**config.mk**
```make
export PLATFORM = sky130hd
export DESIGN_NAME = vdc_cmd_latch
export DESIGN_NICKNAME = d
export VERILOG_FILES = /design/src/rtl/vdc_cmd_pkg.sv /design/src/rtl/vdc_cmd_seq.sv /design/src/rtl/vdc_cmd_dma.sv /design/src/rtl/vdc_cmd_decode.sv /design/src/rtl/vdc_cmd_latch.sv
export SDC_FILE = /design/constraint.sdc
export NUM_CORES = 1
export LEC_CHECK = 0
export ABC_CLOCK_PERIOD_IN_PS = 1700
export BUFFER_PORTS_ARGS = -buffer_cell sky130_fd_sc_hd__buf_4
export CAP_MARGIN = 10
export CORE_ASPECT_RATIO = 1.25
export CORE_UTILIZATION = 40
export DETAILED_ROUTE_END_ITERATION = 12
export HOLD_SLACK_MARGIN = 0.05
export PLACE_DENSITY = 0.69
export SYNTH_ARGS = -nofsm -noshare
export SYNTH_HDL_FRONTEND = slang
export SYNTH_SLANG_ARGS = --single-unit
```
**constraint.sdc**
```tcl
create_clock -name clk -period 1.7 [get_ports clk]
set_input_delay 0.085 -clock clk [delete_from_list [all_inputs] [get_ports clk]]
set_output_delay 0.085 -clock clk [all_outputs]
set_load 0.005 [all_outputs]
```
**src/rtl/vdc_cmd_pkg.sv**
```systemverilog
package vdc_cmd_pkg;
  localparam int DATA_W  = 16;
  localparam int ADDR_W  = 16;
  localparam int CODE_W  = 6;
  localparam int LO_W    = 14;
  localparam int HI_W    = ADDR_W - LO_W;
  localparam int CLO_W   = 2;
  localparam int CHI_W   = CODE_W - CLO_W;
  localparam int RIDX_W  = 5;
  localparam int RVAL_W  = 8;
  localparam int SEL_W   = 2;
  localparam int TGT_W   = 3;
  localparam int DMA_BIT = 7;

  localparam logic [SEL_W-1:0] SEL_FILL = 2'b10;
  localparam logic [1:0]       TAG_REGW = 2'b10;

  typedef enum logic [TGT_W-1:0] {
    TGT_NONE  = 3'd0,
    TGT_VRAM  = 3'd1,
    TGT_CRAM  = 3'd2,
    TGT_VSRAM = 3'd3,
    TGT_VRAM8 = 3'd4
  } tgt_e;

  function automatic tgt_e decode_tgt(input logic [3:0] c);
    case (c)
      4'h0, 4'h1: decode_tgt = TGT_VRAM;
      4'h3, 4'h8: decode_tgt = TGT_CRAM;
      4'h4, 4'h5: decode_tgt = TGT_VSRAM;
      4'hC:       decode_tgt = TGT_VRAM8;
      default:    decode_tgt = TGT_NONE;
    endcase
  endfunction
endpackage

```
**src/rtl/vdc_cmd_seq.sv**
```systemverilog
module vdc_cmd_seq
  import vdc_cmd_pkg::*;
(
  input  logic              clk,
  input  logic              rst_n,
  input  logic              ctl_wr,
  input  logic [DATA_W-1:0] ctl_wdata,
  input  logic              data_acc,
  input  logic              stat_rd,
  output logic              done,
  output logic [ADDR_W-1:0] addr_q,
  output logic [CODE_W-1:0] code_q,
  output logic              half_q,
  output logic              pfclr_q,
  output logic              regw_q,
  output logic [RIDX_W-1:0] ridx_q,
  output logic [RVAL_W-1:0] rval_q
);
  logic [ADDR_W-1:0] addr_d;
  logic [CODE_W-1:0] code_d;
  logic              half_d, pfclr_d, regw_d, is_regw;

  assign is_regw = ctl_wr && !half_q && (ctl_wdata[DATA_W-1 -: 2] == TAG_REGW);
  assign done    = ctl_wr && half_q;

  always_comb begin
    addr_d  = addr_q;
    code_d  = code_q;
    half_d  = half_q;
    pfclr_d = 1'b0;
    regw_d  = 1'b0;
    if (ctl_wr) begin
      if (!half_q) begin
        if (is_regw) begin
          regw_d = 1'b1;
        end else begin
          addr_d[LO_W-1:0]  = ctl_wdata[LO_W-1:0];
          code_d[CLO_W-1:0] = ctl_wdata[DATA_W-1 -: CLO_W];
          half_d            = 1'b1;
        end
      end else begin
        addr_d[ADDR_W-1 -: HI_W]  = ctl_wdata[HI_W-1:0];
        code_d[CODE_W-1 -: CHI_W] = ctl_wdata[4 +: CHI_W];
        half_d                    = 1'b0;
        pfclr_d                   = 1'b1;
      end
    end else if (data_acc || stat_rd) begin
      half_d  = 1'b0;
      pfclr_d = half_q && data_acc;
    end
  end

  always_ff @(posedge clk or negedge rst_n) begin
    if (!rst_n) begin
      addr_q  <= '0;
      code_q  <= '0;
      half_q  <= 1'b0;
      pfclr_q <= 1'b0;
      regw_q  <= 1'b0;
    end else begin
      addr_q  <= addr_d;
      code_q  <= code_d;
      half_q  <= half_d;
      pfclr_q <= pfclr_d;
      regw_q  <= regw_d;
    end
  end

  always_ff @(posedge clk or negedge rst_n) begin
    if (!rst_n) begin
      ridx_q <= '0;
      rval_q <= '0;
    end else if (is_regw) begin
      ridx_q <= ctl_wdata[8 +: RIDX_W];
      rval_q <= ctl_wdata[RVAL_W-1:0];
    end
  end


  a_r2_first_half: assert property (@(posedge clk) disable iff (!rst_n)
    ctl_wr && !half_q && !is_regw |=> half_q && addr_q[LO_W-1:0] == $past(ctl_wdata[LO_W-1:0])
      && $stable(addr_q[ADDR_W-1 -: HI_W]));

  a_r3_second_half: assert property (@(posedge clk) disable iff (!rst_n)
    done |=> !half_q && pfclr_q && $stable(addr_q[LO_W-1:0]) && $stable(code_q[CLO_W-1:0]));

  a_r4_regw_keeps: assert property (@(posedge clk) disable iff (!rst_n)
    is_regw |=> regw_q && !half_q && $stable(addr_q) && $stable(code_q));

  a_r5_cancel: assert property (@(posedge clk) disable iff (!rst_n)
    !ctl_wr && (data_acc || stat_rd) |=> !half_q);
  a_r5_no_stray_clr: assert property (@(posedge clk) disable iff (!rst_n)
    !half_q && !ctl_wr |=> !pfclr_q);
endmodule

```
**src/rtl/vdc_cmd_dma.sv**
```systemverilog
module vdc_cmd_dma
  import vdc_cmd_pkg::*;
(
  input  logic             clk,
  input  logic             rst_n,
  input  logic             done,
  input  logic             req_bit,
  input  logic             dma_en,
  input  logic [SEL_W-1:0] sel,
  input  logic             data_wr,
  input  logic             dma_busy,
  output logic             wr_ok,
  output logic             go_q,
  output logic [SEL_W-1:0] mode_q,
  output logic             fill_q
);
  logic             go_d, fill_d, reject;
  logic [SEL_W-1:0] mode_d;

  assign reject = dma_busy && (mode_q != SEL_FILL);
  assign wr_ok  = data_wr && !reject;

  always_comb begin
    go_d   = 1'b0;
    fill_d = fill_q;
    mode_d = mode_q;
    if (done) begin
      fill_d = 1'b0;
      if (req_bit && dma_en) begin
        mode_d = sel;
        if (sel == SEL_FILL) fill_d = 1'b1;
        else                 go_d   = 1'b1;
      end
    end else if (wr_ok && fill_q) begin
      go_d   = 1'b1;
      fill_d = 1'b0;
    end
  end

  always_ff @(posedge clk or negedge rst_n) begin
    if (!rst_n) begin
      go_q   <= 1'b0;
      fill_q <= 1'b0;
      mode_q <= '0;
    end else begin
      go_q   <= go_d;
      fill_q <= fill_d;
      mode_q <= mode_d;
    end
  end


  a_r6_immediate: assert property (@(posedge clk) disable iff (!rst_n)
    done && req_bit && dma_en && sel != SEL_FILL |=> go_q && !fill_q);
  a_r6_fill_arm: assert property (@(posedge clk) disable iff (!rst_n)
    done && req_bit && dma_en && sel == SEL_FILL |=> fill_q && !go_q);

  a_r7_fill_fire: assert property (@(posedge clk) disable iff (!rst_n)
    !done && wr_ok && fill_q |=> go_q && !fill_q && mode_q == SEL_FILL);

  a_r8_reject: assert property (@(posedge clk) disable iff (!rst_n)
    dma_busy && mode_q != SEL_FILL |-> !wr_ok);

  a_r10_no_req: assert property (@(posedge clk) disable iff (!rst_n)
    done && !(req_bit && dma_en) |=> !go_q && !fill_q);
endmodule

```
**src/rtl/vdc_cmd_decode.sv**
```systemverilog
module vdc_cmd_decode
  import vdc_cmd_pkg::*;
(
  input  logic              clk,
  input  logic              rst_n,
  input  logic [CODE_W-1:0] code,
  output tgt_e              tgt,
  output logic              is_wr
);
  assign tgt   = decode_tgt(code[3:0]);
  assign is_wr = code[0];


  a_r9_cram_codes: assert property (@(posedge clk) disable iff (!rst_n)
    tgt == TGT_CRAM |-> (code[3:0] == 4'h3 || code[3:0] == 4'h8));
  a_r9_vram8_read: assert property (@(posedge clk) disable iff (!rst_n)
    tgt == TGT_VRAM8 |-> !is_wr);
endmodule

```
**src/rtl/vdc_cmd_latch.sv**
```systemverilog
module vdc_cmd_latch
  import vdc_cmd_pkg::*;
(
  input  logic              clk,
  input  logic              rst_n,
  input  logic              ctl_wr,
  input  logic [DATA_W-1:0] ctl_wdata,
  input  logic              data_rd,
  input  logic              data_wr,
  input  logic              stat_rd,
  input  logic              dma_en,
  input  logic [SEL_W-1:0]  dma_src_sel,
  input  logic              dma_busy,
  output logic              data_wr_ok,
  output logic [ADDR_W-1:0] acc_addr,
  output logic [CODE_W-1:0] cmd_code,
  output logic              cmd_half,
  output logic [TGT_W-1:0]  acc_tgt,
  output logic              acc_wr,
  output logic              pf_clr,
  output logic              reg_wr,
  output logic [RIDX_W-1:0] reg_idx,
  output logic [RVAL_W-1:0] reg_val,
  output logic              dma_go,
  output logic [SEL_W-1:0]  dma_mode,
  output logic              fill_armed
);
  logic done, data_acc;
  tgt_e tgt;

  assign data_acc = data_rd || data_wr_ok;
  assign acc_tgt  = tgt;

  vdc_cmd_seq u_seq (
    .clk(clk), .rst_n(rst_n), .ctl_wr(ctl_wr), .ctl_wdata(ctl_wdata),
    .data_acc(data_acc), .stat_rd(stat_rd), .done(done),
    .addr_q(acc_addr), .code_q(cmd_code), .half_q(cmd_half),
    .pfclr_q(pf_clr), .regw_q(reg_wr), .ridx_q(reg_idx), .rval_q(reg_val)
  );

  vdc_cmd_dma u_dma (
    .clk(clk), .rst_n(rst_n), .done(done), .req_bit(ctl_wdata[DMA_BIT]),
    .dma_en(dma_en), .sel(dma_src_sel), .data_wr(data_wr), .dma_busy(dma_busy),
    .wr_ok(data_wr_ok), .go_q(dma_go), .mode_q(dma_mode), .fill_q(fill_armed)
  );

  vdc_cmd_decode u_dec (
    .clk(clk), .rst_n(rst_n), .code(cmd_code), .tgt(tgt), .is_wr(acc_wr)
  );

  // input contract: one port strobe per cycle
  a_r5_one_strobe: assert property (@(posedge clk) disable iff (!rst_n)
    $onehot0({ctl_wr, data_rd, data_wr, stat_rd}));

  a_r8_keep_half: assert property (@(posedge clk) disable iff (!rst_n)
    data_wr && !data_wr_ok && !ctl_wr && !data_rd && !stat_rd |=> $stable(cmd_half));
endmodule

```
Yosys cells after proc, flatten, opt, wreduce, memory -nomap -nowiden
Index checks and enable logic that the tools add are counted.

operators by class
  bitwise operators = 2
  equal/unequal tests = 9
  mux-type cells = 19
  reduce and logical (&&, ||, !) cells = 21

operators with widths
  cell                                                 number
  two-way mux 1 bit                                    18
  one-hot mux 3 bit (4 select lines)                   1
  equality test 4 x 3 -> 1 bit, second input constant  2
  equality test 4 bit, second input constant           2
  logical AND 1 bit                                    8
  OR reduction 2 bit                                   3
  equality test 2 bit, second input constant           2
  equality test 4 x 1 -> 1 bit, second input constant  1
  equality test 4 x 2 -> 1 bit, second input constant  1
  zero test 4 bit                                      1
  AND reduction 2 bit                                  2
  nonzero test 2 bit                                   2
  AND reduction 3 bit                                  1
  zero test 1 bit                                      2
  logical OR 1 bit                                     2
  != test 2 bit, second input constant                 1
  NOT 1 bit                                            2

word-level totals
  output and inout port bits = 47
  register bits = 42

Logic depth before layout (Yosys ltp)
Gate-level depths: netlist (run 1).

  depth in word-level cells = 8
  mapped depth = 5
  depth with buffers taken out = 3

Modules after synthesis
From an unflattened synthesis (run 1), not the netlist that was laid out.

unflattened totals
  cells, all modules = 113
  area, all modules = 1697.9 sq um

modules (own cells, without submodules)
  module          sequential area each (sq um)  times used  cells an instance  area each (sq um)
  vdc_cmd_seq     950.9                         1           90                 1432.6
  vdc_cmd_dma     100.1                         1           16                 201.4
  vdc_cmd_decode  0.0                           1           6                  57.6
  vdc_cmd_latch   0.0                           1           1                  6.3

Worst setup path before layout (run 1)
Ideal clock, no wire load.

  path kind = reg-to-reg
  start point = reg u_seq.half_q
  end point = reg u_seq.ridx_q[4]
  stages on the path, launching flop included = 5
  path buffers = 1
  required time = 1575 ps
  clock period less this slack = 1465 ps
  data arrival time = 1341 ps
  slack = 235 ps
  path through = dfrtp_1 -> nand2b_1 -> nor2_2 -> buf_4 -> mux2_2

between the ends
  word-level cells in the longest chain between the ends = 3

RTL lines
  what                            RTL line           text
  start: declaration              vdc_cmd_seq.sv:13  output logic half_q,
  start signal: assignment        vdc_cmd_seq.sv:63  half_q <= half_d;
  zero test 1 bit                 -
  logical AND 1 bit (2 in a row)  vdc_cmd_seq.sv:23  assign is_regw = ctl_wr && !half_q && (ctl_wdata[DATA_W-1 -: 2] == TAG_REGW);
  end signal: assignment          vdc_cmd_seq.sv:74  ridx_q <= ctl_wdata[8 +: RIDX_W];
  end: declaration                vdc_cmd_seq.sv:16  output logic [RIDX_W-1:0] ridx_q,

Every way passes these cells.
A chain may end at the register's enable or synchronous reset.

Worst setup path in the final report (run 1)
  start point = reg u_dma.mode_q[0]
  end point = out data_wr_ok

between the ends
  word-level cells in the longest chain between the ends = 4

RTL lines
  what                      RTL line             text
  start: declaration        vdc_cmd_dma.sv:14    output logic [SEL_W-1:0] mode_q,
  start signal: assignment  vdc_cmd_dma.sv:48    mode_q <= mode_d;
  != test 2 bit             vdc_cmd_dma.sv:20    assign reject = dma_busy && (mode_q != SEL_FILL);
  logical AND 1 bit         vdc_cmd_dma.sv:20
  zero test 1 bit           vdc_cmd_dma.sv:21    assign wr_ok = data_wr && !reject;
  logical AND 1 bit         vdc_cmd_dma.sv:21
  end: declaration          vdc_cmd_latch.sv:14  output logic data_wr_ok,

Every way passes these cells.

==> results of run 1 <==
cell families (layout without fill, tap and decap cells):
group / count (synthesis) / count (layout) / share of synthesized area, %
AOI/OAI and AO/OA: 11 / 11 / 4.297
DFF: 42 / 42 / 62.22
muxes: 34 / 34 / 24.67
and+or+nand+nor: 21 / 21 / 6.371
buffers and inverters: 6 / 101 / 2.444
worst max path at each step:
| stage | slack, ns | from | end | cells after the start |
|---|---|---|---|---|
| 3_5_place_dp | 0.27 | u_seq.half_q | u_seq.rval_q[3] | 4 |
| 5_1_grt | 0.13 | u_dma.mode_q[0] | data_wr_ok | 3 |
| 3_3_place_gp | 0.29 | u_seq.half_q | u_seq.addr_q[0] | 4 |
| 2_1_floorplan | 0.23 | u_seq.half_q | u_seq.ridx_q[4] | 4 |
| 6_report | 0.21 | u_dma.mode_q[0] | data_wr_ok | 3 |
| 4_1_cts | 0.19 | u_dma.mode_q[0] | data_wr_ok | 3 |
layer usage:
layer | vias to the layer above | track usage (%) | part of all wire [%]
met1 | 600 | 22.50 | 43
met4 | 0 | 5.943 | 0.89
met2 | 58 | 31.26 | 49
met3 | 3 | 6.701 | 7.2
li1 | 585 | - | -
met5 | - | 0 | 0
repair_timing:
item	in CTS	in global routing
endpoints found under the setup margin	0	0
endpoints found under the hold margin	67	3
hold buffers	15	2
layout by cell type, fill, tap and decap left out, types with 3 or more instances in the layout:
cell           instances
buf_4                 74
dfrtp_1               42
mux2_2                25
dlygate4sd3_1         17
mux2_4                 9
nand2_1                8
clkbuf_8               5
nor2_1                 4
nand2b_1               3
o21ai_0                3
where the power goes:
part / switching (W) / internal [W] / total (W)
Clock: 0.000301 / 0.000282 / 0.000584
Combinational: 0.000255 / 0.000523 / 0.000779
Sequential: 0.000132 / 0.00120 / 0.00133
final cells by class:
type                       instances  area (sq um)  area share [%]
inverter                           2         7.507          0.2947
clock buffer                       7         76.32           2.996
tap                               56         70.07           2.750
multi-input combinational         66         596.8           23.43
sequential                        42          1051           41.26
timing repair buffer              92         745.7           29.27
registers in the layout (all words and copies together), names as in the netlist:
register / flops
u_seq.addr_q: 16
u_seq.rval_q: 8
u_seq.code_q: 6
u_seq.ridx_q: 5
u_dma.mode_q: 2
u_dma.fill_q: 1
u_dma.go_q: 1
u_seq.half_q: 1
u_seq.pfclr_q: 1
u_seq.regw_q: 1
worst max-delay path, cell delays in order, from the launching register on:
cell      delay [ns]
dfrtp_1         0.39
nand2b_1        0.15
a21boi_1        0.38
buf_4           0.19
per-stage QoR:
stage / instances / cell area [sq um]
after global placement: 241 / 2301
after global routing: 265 / 2547
after detailed placement: 241 / 2301
after floorplan: 114 / 1689
after CTS: 263 / 2527
final: 265 / 2547
==> reports/results.txt, run 1 <==
In the post-route analysis, the smallest setup slack over all paths is 0.2085 ns. When the netlist entered floorplanning its net count stood at 140. Relative to the synthesized area, the layout overhead comes to 50.81%. The die covers 4488 sq um. Among all cell types in the netlist, the one instantiated most often is dfrtp_1.

Count of endpoints failing hold in the final timing report: 0. Headroom to the max-slew limit came out at 64.89%. Setup repair after global routing left no endpoint under its margin. The count of buffers inserted at the top-level ports was 72.

The remaining number of nets flagged by the antenna check after routing came out at 0. The run gives 2 as the count of H-tree levels built during CTS. The distinct cell type count of the synthesized netlist is 23. By startpoint and endpoint, the worst setup path is classified as flip-flop to primary output. The worst hold slack was 0.06149 ns; the setup slack of the worst register-to-register path was 0.25 ns. Using the TritonRoute via totals, the vias-per-cell ratio works out to 4.702. Detailed routing inserted a total of 1,246 vias. The share of the synthesized area in the top cell type was 62.22%. The biggest fanout along the worst timing path came out at 5. In this run the core area contains 26 standard-cell rows. The clock latency on the worst-skew pair is 0.29 ns, and the shortest period the worst path allows is 1.492 ns.

The first TritonRoute pass finished after 4 iterations. The first global-routing pass estimated 6.044 mm of wire. Timing would allow up to 670.5 MHz.

The clock passes through at most 2 buffers. The path with the worst hold slack has its endpoint at u_seq.code_q[1]. The total negative slack for setup checks was 0 ns; the routability-driven placement congestion ratio was 0.7987. Clock skew on the completed layout was measured at 0.001861 ns.

Summed over all instances, the cell type with the most area after synthesis is dfrtp_1. Data on the critical path is required at its endpoint by 1.62 ns. The ratio of cells with drive above 1 in the final layout came out at 56.46%. The endpoint kind of the worst setup timing path was a primary output. The total number of clock tree sinks came out at 42. The tools report the DRC violation count after routing as 0.

The count of nets after finishing is 235. The startpoint identified for the worst register-to-register timing path is u_seq.half_q. For this run, the number of Yosys warnings is 0. In the synthesized netlist the dominant register cell turns out to be dfrtp_1.

After synthesis, the share of flip-flops with an asynchronous set or reset is 100.0%. For the pin with the worst max-slew slack, the measured transition is 0.5266 ns. In this run the critical register-to-register path is captured at u_seq.addr_q[13].

The initial antenna violation count was 0; the global router's overall resource usage was 18.74%. The logs give 2.694 mm for the detailed-placement wirelength estimate and 0.6370 mV for the maximum ir drop on the vdd rail. By area the synthesized netlist is led by dfrtp_1 (62%), mux2_2 (17%), mux2_4 (8.0%). Total standard cell area after synthesis: 1689 sq um. After clock tree synthesis, the repair step resized 0 gates. The synthesized area divided by synthesized cell count is 14.82 sq um. For this design the static power due to leakage is 1.227 nW.

The worst reg2reg path depth was 4. The number of max-slew violations in the final report is 0, and the number of synthesized register bits is 42. Clock root buffer master: clkbuf_8.

The flow ran to the end, and the final reports show no timing, DRC or antenna violations. The worst hold path passes through 3 cells. The cell count after synthesis came out at 114. Overall power consumption after layout is estimated at 0.002694 W.

The share of the Yosys chip area taken by registers is 62.22%. For this design the ratio of total power to cell area is 1057 nW/um^2. In this run the horizontal extent of the chip is 60.12 microns. Once the floorplan was initialized, standard cells occupied 41.54% of the core. The buffer count from post-CTS setup fixing was 0; the number of flops mapped to enable cells by yosys was 0.

The core occupancy in the finished layout was 62.65%; the final number of setup-violating endpoints was 0. The startpoint identified for the worst hold timing path is ctl_wdata[15]. The tools report the count of max-cap constraint violations as 0. For the worst setup path, the data arrival time is 1.41 ns.

The min-delay analysis places its worst path in the category primary input to flip-flop. Entering global routing, the biggest net connects 43 pins. The worst setup path is launched from a flip-flop. Pin placement for this block handled 73 I/O pins. The layout has 338 filler cells. The via count of the first global-routing pass was 1,257; the average wire per standard cell was 14.39 microns. Summed over all layers, the global routing overflow is 0.

The final antenna diode count was 0; the clock-pin slew on the worst setup and hold paths was 0.07 ns. Counting instances in the post-synthesis netlist gives the leading cell types as dfrtp_1 (42), mux2_2 (25), mux2_4 (9). The first routing iteration left 36 violations. TritonCTS built the clock tree.

The setup slack at placement is 0.2653 ns. The die boundary height was 74.66 microns. The tools report the number of buffers created by CTS as 5. The placeable core region is 4066 sq um. For the post-detailed-routing wire length, the log shows 3.814 mm. Of the available clock period, the critical path in the final layout requires 87.74%.
Power figures use the tool's default switching activity.
==> run 2, diff against run 1 <==
==> constraint.sdc (replaced) <==
create_clock -name clk -period 1.7 [get_ports clk]
set_input_delay 0 -clock clk [delete_from_list [all_inputs] [get_ports clk]]
set_output_delay 0 -clock clk [all_outputs]
set_load 0.005 [all_outputs]
==> run 2 against run 1 <==
Sequential power hardly changed. Clock-buffer cell count did not move. Clock skew about the same. Final cell count rose by 2.3%. Setup slack worse by 0.052 ns. Sequential share of layout area down 0.95 points. Critical path type is now flip-flop to flip-flop. Largest cell class unchanged. Combinational power increased by 2%. Hold slack improved by 0.039 ns. Die area unchanged. Total power rose by 0.59%.
==> reports/results.txt, run 2 (synthesis gave the netlist of run 1 again) <==
Summed over all layers, the routed wires come to 3.872 mm. Initial antenna violation count: 0. The tree is rooted in a clkbuf_8. After the first detailed-routing iteration, the DRC count stood at 43. Maximum ir drop on the vdd rail: 0.6416 mV.

The logs give 0 for the buffer count from post-CTS setup fixing and 4488 sq um for the area enclosed by the die boundary. The register with the most flip-flops in the final layout is u_seq.addr_q. The DRC violation count after routing is 0.

Prior to clock tree synthesis, the placed netlist has a worst setup slack of 0.2653 ns. The maximum number of pins on one net before global-route repair was 43. The largest registers in the layout are u_seq.addr_q: 16 flops, u_seq.rval_q: 8 flops, u_seq.code_q: 6 flops. The placeable core region came out at 4066 sq um. The class of the tightest hold or removal check was primary input to flip-flop.

After detailed placement, the total cell area comes to 2301 sq um. The via count of the first global-routing pass is 1,302. The clock-pin slew on the worst setup and hold paths was 0.07 ns; the number of buffers created by CTS was 5. In this run the remaining antenna-violating nets after routing total 0. Counting every sink on the clock net gives 42.

Dividing total power by cell area gives a power density of 1039 nW/um^2. For the count of max-cap constraint violations, the log shows 0. The setup skew after layout is 0.002247 ns, and the count of endpoints failing hold in the final timing report is 0. Fill cells in the final layout number 330. The final cycle utilization of the critical path works out to 90.81%. The count of boundary I/O pins was 73; the flip-flop count of the largest register, all copies and words added was 16. The critical path class was flip-flop to flip-flop.

The average wire per standard cell is 14.29 microns. Of all nets on the critical path, the largest fanout is 7. The library cells used most frequently in the layout, excluding fill and tap cells, are buf_4 (74), dfrtp_1 (42), mux2_2 (25).

The worst register-to-register path has a depth of 4. The longest clock path from root to sink contains 2 buffers. The leading cell type in the layout, fill and taps excluded was buf_4. Derived from the worst setup path, the maximum achievable clock frequency is 647.8 MHz. Setup repair after global routing left no endpoint under its margin. From synthesis to final layout, the design area changed by 54.37%. The floorplan has 26 rows.

TritonCTS built the clock tree. During placement, the flow inserted port buffers numbering 72. The global-route congestion overflow total is 0. The clock tree synthesis step divided the H-tree into 2 levels. Global router's overall resource usage: 19.21%.

Total internal power: 0.002018 W. In the post-route analysis, the smallest setup slack over all paths is 0.1563 ns. The final antenna diode count is 0, and the transition time at the pin with the least slew margin is 0.5183 ns. Hold path depth: 3. Once the floorplan was initialized, standard cells occupied 41.54% of the core.

Routability-driven placement finished with a final weighted congestion of 0.7987. Summed over all nets, the half-perimeter wirelength after detailed placement is 2.694 mm. The detailed-route vias per instance came out at 4.708.

First-pass GRT wire length: 6.210 mm. The post-route netlist has 54.88% of its cells at a drive strength greater than 1. The fraction of power spent switching nets works out to 25.52%.

For this design the static power due to leakage is 1.252 nW. The worst pin sits at a relative slew slack of 65.44%. The tools report the final non-filler cell area as 2608 sq um.

The total negative slack for setup checks came out at 0 ns. For the worst setup path, the data required time is 1.87 ns. The share of total power dissipated in combinational logic is 29.4%. The fraction of power consumed by sequential logic was 49.1%.

The flow ran to the end, and the final reports show no timing, DRC or antenna violations. At the end of the flow, the number of nets in the layout was 241. The worst setup path is launched from a flip-flop.

The count of TritonRoute iterations in the first routing pass came out at 4. The overall die width is 60.12 microns. From bottom edge to top edge, the die measures 74.66 microns.

The routed layout has 1,276 vias. The run gives 1.72 ns as the endpoint arrival time on the critical path. The worst setup path is captured at a flip-flop. Summing all multi-input logic gate instances after layout gives 596.8 sq um.

The final number of setup-violating endpoints came out at 0. Across the whole layout, storage elements account for 1051 sq um. The run gives 0.0006917 W as the net switching power of the design. At the later pin of the worst-skew pair, clock insertion delay measures 0.29 ns. The relative contribution of the clock network to total power was 21.5%.

The number of max-slew violations in the final report came out at 0. The worst path needs 1.544 ns of the cycle, external delays included.
run 2: cell count changes in the layout (fill, tap and decap cells not counted):
cell and change:
o21ai_1 +1, o21ai_0 -1, dlygate4sd3_1 +6
run 2: layout make-up:
| type | count | area share, % |
|---|---|---|
| flip-flops and latches | 42 | 40.31 |
| clock buffers | 7 | 2.927 |
| multi-input cells | 66 | 22.89 |
| inverters | 2 | 0.2879 |
| well taps | 56 | 2.687 |
| repair buffers | 98 | 30.90 |
run 2: path summary, 6_finish.rpt:
path,start,end,slack (ns)
min in group asynchronous,rst_n,u_seq.addr_q[8],0.23
min,dma_busy,u_seq.half_q,0.10
max,u_seq.half_q,u_seq.code_q[0],0.16
min reg2reg,u_seq.rval_q[1],u_seq.rval_q[1],0.51
max in group asynchronous,rst_n,u_seq.addr_q[2],1.11
max reg2reg,u_seq.half_q,u_seq.code_q[0],0.16
run 2: timing repair:
item / in CTS / in global routing
endpoints found under the setup margin: 0 / 1
hold endpoints to repair: 82 / 0
resized for setup: 0 / 1
hold buffers: 23 / 0
run 2: power groups by stage:
| stage | registers (W) | clock network (W) | logic, W |
|---|---|---|---|
| after floorplan | 0.00135 | 0 | 0.000281 |
| after global placement | 0.00134 | 0 | 0.000735 |
| after detailed placement | 0.00135 | 0 | 0.000757 |
| after CTS | 0.00133 | 0.000601 | 0.000806 |
| after global routing | 0.00136 | 0.000646 | 0.000868 |
| final | 0.00133 | 0.000583 | 0.000795 |
run 2: worst max-delay path, stage by stage, from the launching register on:
cell and delay (ns):
dfrtp_1 0.45, nand2b_1 0.22, o21ai_1 0.15, nand2_1 0.06, dlygate4sd3_1 0.55
run 2: metrics by stage:
stage / util (%) / total power (W) / cells / hold WS (ns)
CTS: 64.12 / 0.002737 / 271 / 0.1004
floorplan: - / 0.001628 / 114 / -0.2956
detailed placement: 56.58 / 0.002104 / 241 / 0.01303
global placement: 56.58 / 0.002075 / 241 / 0.004423
finish: 64.12 / 0.002710 / 271 / 0.1010
global route: 64.12 / 0.002872 / 271 / 0.09655
run 2: metal layers:
layer  GRT usage [%]  vias up  part of all wire [%]
met2           32.60       54                    50
met1           22.62      623                    43
li1                -      595                     -
met3           6.873        4                   6.7
met4           5.943        0                  0.93
met5               0        -                     0
